$ cat config.mk
export PLATFORM = sky130hd
export DESIGN_NAME = irq_queue_ctrl
export DESIGN_NICKNAME = d
export VERILOG_FILES = /design/src/rtl/irq_pkg.sv /design/src/rtl/irq_oc_filter.sv /design/src/rtl/irq_rec_fifo.sv /design/src/rtl/irq_queue_ctrl.sv
export SDC_FILE = /design/constraint.sdc
export NUM_CORES = 1
export LEC_CHECK = 0
export CAP_MARGIN = 20
export CORE_UTILIZATION = 60
export DETAILED_ROUTE_END_ITERATION = 8
export PLACE_DENSITY = 0.8
export SYNTH_ARGS = -nofsm -noshare
export SYNTH_HDL_FRONTEND = slang
export SYNTH_SLANG_ARGS = --single-unit
$ cat constraint.sdc
create_clock -name clk_i -period 7.2 [get_ports clk_i]
set_clock_uncertainty 0.05 [all_clocks]
set_input_delay 1.44 -clock clk_i [delete_from_list [all_inputs] [get_ports clk_i]]
set_output_delay 1.44 -clock clk_i [all_outputs]
set_load 0.01 [all_outputs]
$ cat src/rtl/irq_pkg.sv
package irq_pkg;
  localparam int NUM_SRC  = 8;
  localparam int NUM_DEV  = 6;
  localparam int SRC_CHG  = 0;
  localparam int SRC_OC   = 1;
  localparam int SRC_DEV0 = 2;
endpackage

$ cat src/rtl/irq_oc_filter.sv
module irq_oc_filter #(
  parameter int N_CH   = 16,
  parameter int FILT_W = 8
) (
  input  logic              clk_i,
  input  logic              rst_ni,
  input  logic [N_CH-1:0]   qual_i,
  input  logic [FILT_W-1:0] filt_i,
  output logic [N_CH-1:0]   fire_o
);
  for (genvar c = 0; c < N_CH; c++) begin : g_ch
    logic [FILT_W-1:0] cnt_q;
    logic              done_q;
    assign fire_o[c] = qual_i[c] && (cnt_q >= filt_i) && !done_q;
    always_ff @(posedge clk_i or negedge rst_ni) begin
      if (!rst_ni) begin
        cnt_q  <= '0;
        done_q <= 1'b0;
      end else if (!qual_i[c]) begin
        cnt_q  <= '0;
        done_q <= 1'b0;
      end else begin
        if (cnt_q < filt_i) cnt_q <= cnt_q + 1'b1;
        if (fire_o[c]) done_q <= 1'b1;
      end
    end
  end
endmodule

$ cat src/rtl/irq_rec_fifo.sv
module irq_rec_fifo #(
  parameter int REC_W = 40,
  parameter int DEPTH = 8,
  localparam int AW = $clog2(DEPTH),
  localparam int CW = AW + 1
) (
  input  logic             clk_i,
  input  logic             rst_ni,
  input  logic             push_i,
  input  logic             pop_i,
  input  logic             purge_i,
  input  logic [REC_W-1:0] rec_i,
  output logic [REC_W-1:0] head_o,
  output logic [CW-1:0]    cnt_o,
  output logic             ovf_o
);
  logic [REC_W-1:0] mem [DEPTH];
  logic [AW-1:0]    rd_q, wr_q, last_ptr;
  logic [CW-1:0]    cnt_q;
  logic             full, do_wr, do_merge;

  assign full     = (cnt_q == CW'(DEPTH));
  assign do_wr    = push_i && (!full || pop_i) && !purge_i;
  assign do_merge = push_i && full && !pop_i && !purge_i;
  assign last_ptr = wr_q - AW'(1);
  assign head_o   = mem[rd_q];
  assign cnt_o    = cnt_q;

  always_ff @(posedge clk_i) begin
    if (do_wr) mem[wr_q] <= rec_i;
    else if (do_merge) mem[last_ptr] <= mem[last_ptr] | rec_i;
  end

  always_ff @(posedge clk_i or negedge rst_ni) begin
    if (!rst_ni) begin
      rd_q  <= '0;
      wr_q  <= '0;
      cnt_q <= '0;
      ovf_o <= 1'b0;
    end else if (purge_i) begin
      rd_q  <= '0;
      wr_q  <= '0;
      cnt_q <= '0;
      ovf_o <= 1'b0;
    end else begin
      if (do_wr) wr_q <= wr_q + AW'(1);
      if (pop_i) rd_q <= rd_q + AW'(1);
      cnt_q <= cnt_q + CW'(do_wr) - CW'(pop_i);
      if (do_merge) ovf_o <= 1'b1;
      else if (pop_i && !do_wr && cnt_q == CW'(1)) ovf_o <= 1'b0;
    end
  end
endmodule

$ cat src/rtl/irq_queue_ctrl.sv
module irq_queue_ctrl
  import irq_pkg::*;
#(
  parameter int N_CH   = 16,
  parameter int DEPTH  = 8,
  parameter int FILT_W = 8,
  localparam int REC_W = NUM_SRC + 2 * N_CH,
  localparam int CW    = $clog2(DEPTH) + 1
) (
  input  logic               clk_i,
  input  logic               rst_ni,
  input  logic [N_CH-1:0]    chg_evt_i,
  input  logic [N_CH-1:0]    chg_en_i,
  input  logic [N_CH-1:0]    oc_i,
  input  logic [N_CH-1:0]    oc_en_i,
  input  logic [FILT_W-1:0]  oc_filt_i,
  input  logic [N_CH-1:0]    out_mode_i,
  input  logic [NUM_DEV-1:0] dev_evt_i,
  input  logic               eoi_wr_i,
  output logic               irq_no,
  output logic [NUM_SRC-1:0] int_stat_o,
  output logic [N_CH-1:0]    chg_stat_o,
  output logic [N_CH-1:0]    oc_stat_o,
  output logic               ovf_o
);
  logic [N_CH-1:0]    mode_q, oc_fire, chg_m, oc_m;
  logic [NUM_SRC-1:0] flags;
  logic [REC_W-1:0]   rec, head;
  logic [CW-1:0]      fifo_cnt;
  logic               push, pop, purge, empty;

  always_ff @(posedge clk_i or negedge rst_ni) begin
    if (!rst_ni) mode_q <= '0;
    else         mode_q <= out_mode_i;
  end

  // input-to-output switch on any channel
  assign purge = |(out_mode_i & ~mode_q);

  irq_oc_filter #(.N_CH(N_CH), .FILT_W(FILT_W)) u_oc_filt (
    .clk_i  (clk_i),
    .rst_ni (rst_ni),
    .qual_i (oc_i & out_mode_i),
    .filt_i (oc_filt_i),
    .fire_o (oc_fire)
  );

  assign chg_m = chg_evt_i & chg_en_i;
  assign oc_m  = oc_fire & oc_en_i;

  always_comb begin
    flags = '0;
    flags[SRC_CHG] = |chg_m;
    flags[SRC_OC]  = |oc_m;
    for (int d = 0; d < NUM_DEV; d++) flags[SRC_DEV0+d] = dev_evt_i[d];
  end

  assign rec   = {oc_m, chg_m, flags};
  assign push  = |flags;
  assign empty = (fifo_cnt == '0);
  assign pop   = eoi_wr_i && !empty && !purge;

  irq_rec_fifo #(.REC_W(REC_W), .DEPTH(DEPTH)) u_fifo (
    .clk_i   (clk_i),
    .rst_ni  (rst_ni),
    .push_i  (push),
    .pop_i   (pop),
    .purge_i (purge),
    .rec_i   (rec),
    .head_o  (head),
    .cnt_o   (fifo_cnt),
    .ovf_o   (ovf_o)
  );

  assign irq_no     = empty;
  assign int_stat_o = empty ? '0 : head[NUM_SRC-1:0];
  assign chg_stat_o = empty ? '0 : head[NUM_SRC +: N_CH];
  assign oc_stat_o  = empty ? '0 : head[NUM_SRC+N_CH +: N_CH];
endmodule

==> results.md <==
- Die Wd: 210 microns
- Seq/Total Area, Yosys: 53.5%
- DIE AREA: 0.0441 sq mm
- Number of DRC markers in iteration 0: approximately 1800
- Worst hold path class: reg -> reg
- Leakage: between 10 and 15 nW
- H-Tree Depth: 2
- Area of the multi-input gates: 0.0117 sq mm
- Vias: between 15000 and 20000
- Area after DPL: 0.0282 sq mm
- Worst hold path depth: 2
- Largest net degree at the start of global routing: 96
- Distinct cells, synth: 66
- DR vias/cell: about 6.5
- Post-CTS Hold Fix Bufs: 0
- RSZ-0062 raised after global routing: no
- First-pass GRT wire length: 99100 microns
- R2R Setup Slk: 2.92 ns
- Synth async-reset ratio: 34.8%
- VDD IR-drop max: 188 uV
- Slew Viols, Final: 0
- P&R area growth vs syn: 15.6%
- DIE HEIGHT: 210 microns
- FF-to-FF path depth: 8
- # clock sinks: 491
- Worst skew pair latency: 0.61 ns
- FP Rows: 75
- # placed instances: 2569
- Final worst-path cycle share: between 70 and 80%
- Synthesized Nets: 2135
- Hpwl dp: 40900 microns
- CTS Root Cell: clkbuf_16
- Max-cap violations: 0
- Worst Hold Path EP: u_oc_filt.g_ch[13].done_q$_DFFE_PN0P_
- Register area: 0.0139 sq mm
- Period minus WS final: around 5.6 ns
- IO Port Bufs: 138
- Num CTS Buffers: 52
- Number of global-route vias before repair: 17700
- Share of layout cells above drive strength 1: 16.2%
- Diode count: 0
- Worst Max-Slew Pin Slew: 1.08 ns
- GRT Resource Usage Total: between 20% and 30%
- Max-slew headroom: 27.8%
- Max FO, Critical Path: 13
- Io pins: 139
- Initial core utilization: 61.4%
- Setup TNS Final: 0 ns
- CTS tree: done
- Post-CTS Repair Setup Buffers: 0
- Mean Syn Cell Area: roughly 14 sq um
- Final Hold Fails: 0
- Longest Clk Path Bufs: 3
- Syn Inst Count: around 1900
- CP Capture Type: register
- Post-synthesis register bit count: 491
- Post-DR wirelength/cell: 23.8 microns
- FMAX: 179 MHz
- Total Wirelength: 63500 microns
- Synthesized area: 0.0260 sq mm
- Gpl congestion: 0.847
- RR Startpoint: u_fifo.wr_q[0]$_DFFE_PN0P_
- Final setup vio count: 0
- Most used DFF post-synth: edfxtp_1
- DR DRC count: 0
- First drt pass iteration count: 6
- Post-route cell area: 0.0300 sq mm
- # nets final: 2299
- Core area: 0.0423 sq mm
- Worst-path clk slew: 0.06 ns
- ANT nets after route: 0
- Hold path startpoint: u_oc_filt.g_ch[13].done_q$_DFFE_PN0P_
- # fillers: 2689
- Startpoint types: input pin
- Finished Layout Cells: about 2700
- Fin Hold WS: 0.458 ns
- Ys Warns: 0
- CP Data Arrival Time: approximately 6.0 ns
- Initial antenna violation count: 1
- Number of synthesized flops with an enable pin: 320
- Gr ovfl total: 0
- Status: completed
- Power density over the cells: 202 mW/mm^2
- WS Path Type: in -> reg
- Cts repair resizes: 0
- CP required: between 7 and 8 ns
- Reg2Reg Capture Point: u_fifo.mem[4][20]$_DFFE_PP_
==> logic make-up after synthesis <==
group,synth area share (%)
DFF,53.5
xor gates and xnor gates,3.88
buffers and inverters,2.01
adders and majority gates,7.45
AOI/OAI and AO/OA,5.60
muxes,17.6
and+or+nand+nor,10.0
==> routing by layer <==
metal	share of wire [%]	up-vias	global-route usage, %	wire [microns]
li1	-	7549	-	-
met1	39	8760	38.6	24700
met2	49	848	49.4	31400
met3	8.3	167	5.18	5240
met4	3.4	2	11.4	2160
met5	0.020	-	0	13
==> state kept, by name (all words and copies together) (netlist names) <==
signal and flops:
mode_q 16, u_fifo.cnt_o 4, u_fifo.mem 320, u_fifo.ovf_o 1
u_fifo.rd_q 3, u_fifo.wr_q 3, u_oc_filt.g_ch.cnt_q 128, u_oc_filt.g_ch.done_q 16
==> worst max path at each step <==
stage | from | end
2_1_floorplan | oc_filt_i[6] | u_fifo.mem[6][0]$_DFFE_PP_
3_3_place_gp | oc_filt_i[0] | u_fifo.cnt_o[2]$_DFF_PN0_
3_5_place_dp | oc_filt_i[0] | u_fifo.cnt_o[2]$_DFF_PN0_
4_1_cts | oc_filt_i[0] | u_fifo.cnt_o[2]$_DFF_PN0_
5_1_grt | oc_filt_i[3] | u_fifo.cnt_o[2]$_DFF_PN0_
6_report | oc_filt_i[3] | u_fifo.cnt_o[2]$_DFF_PN0_
==> worst max-delay path: stages <==
cell             delay [ns]
clkdlybuf4s50_1        0.43
inv_1                  0.57
buf_4                  0.27
ha_1                   0.26
and3_1                 0.18
a221oi_1               0.29
o21ai_0                0.26
a22o_1                 0.29
nor4_4                 0.28
nand4_4                0.21
nand2_1                0.57
nor2_1                 0.12
ha_1                   0.25
fa_1                   0.39
xnor2_1                0.14
nor2_1                 0.05
==> cell usage in the layout (no fill, tap or decap), types with 8 or more instances in the layout <==
| cell type | count |
|---|---|
| nand2_1 | 103 |
| nand4_1 | 36 |
| and4_1 | 22 |
| o21ai_0 | 28 |
| clkbuf_8 | 8 |
| o21bai_1 | 8 |
| mux4_2 | 160 |
| buf_4 | 33 |
| nand2b_1 | 21 |
| nor2b_1 | 10 |
| a221oi_1 | 11 |
| dfrtp_1 | 167 |
| edfxtp_1 | 320 |
| a21o_1 | 12 |
| a221o_1 | 8 |
| clkbuf_16 | 53 |
| nand3_1 | 31 |
| ha_1 | 152 |
| a21oi_1 | 72 |
| xor2_1 | 83 |
| and3_1 | 35 |
| o21a_1 | 10 |
| mux2i_1 | 96 |
| inv_1 | 60 |
| xnor2_1 | 31 |
| nor3_1 | 11 |
| o21ai_2 | 30 |
| clkbuf_1 | 15 |
| nor3b_1 | 13 |
| nor2_1 | 208 |
| clkdlybuf4s50_1 | 137 |
==> metrics by stage <==
| stage | util [%] | setup slack [ns] | total power [mW] |
|---|---|---|---|
| 5_1_grt | 70.9 | 1.33 | 6.22 |
| 3_5_place_dp | 66.6 | 0.968 | 3.36 |
| 2_1_floorplan | - | 1.54 | 3.22 |
| 3_3_place_gp | 66.6 | 1.04 | 3.34 |
| 6_report | 70.9 | 1.60 | 6.06 |
| 4_1_cts | 70.8 | 1.63 | 6.10 |
==> final cells by class <==
class | count | area share [%]
clock buffers | 76 | 4.97
clock inverters | 22 | 0.933
inverters | 62 | 0.775
multi-input cells | 1265 | 38.8
flip-flops and latches | 491 | 46.3
well taps | 577 | 2.40
repair buffers | 176 | 5.81
==> Yosys cell counts (all sizes together) (11+ instances only) <==
cell      n  area (sq um)
a21o     12          90.1
a21oi    73           365
a221oi   11          96.3
and3     35           219
and4     24           215
buf      29           151
clkbuf   37           139
dfrtp   171          4280
edfxtp  320          9610
ha      153          1910
inv      61           229
mux2i    96           961
mux4    160          3600
nand2   105           399
nand2b   22           145
nand3    32           173
nand4    37           246
nor2    215           807
nor3     11          55.1
nor3b    13          97.6
o21ai    61           418
xnor2    31           272
xor2     84           736
==> power by group <==
part / switching [mW] / total [mW] / leakage (nW) / internal [mW]
clock: 1.13 / 2.76 / 0.857 / 1.62
combinational: 0.158 / 0.278 / 5.40 / 0.121
sequential: 0.0142 / 3.03 / 5.09 / 3.01
total: 1.30 / 6.06 / 11.4 / 4.76
Power figures use the tool's default switching activity.
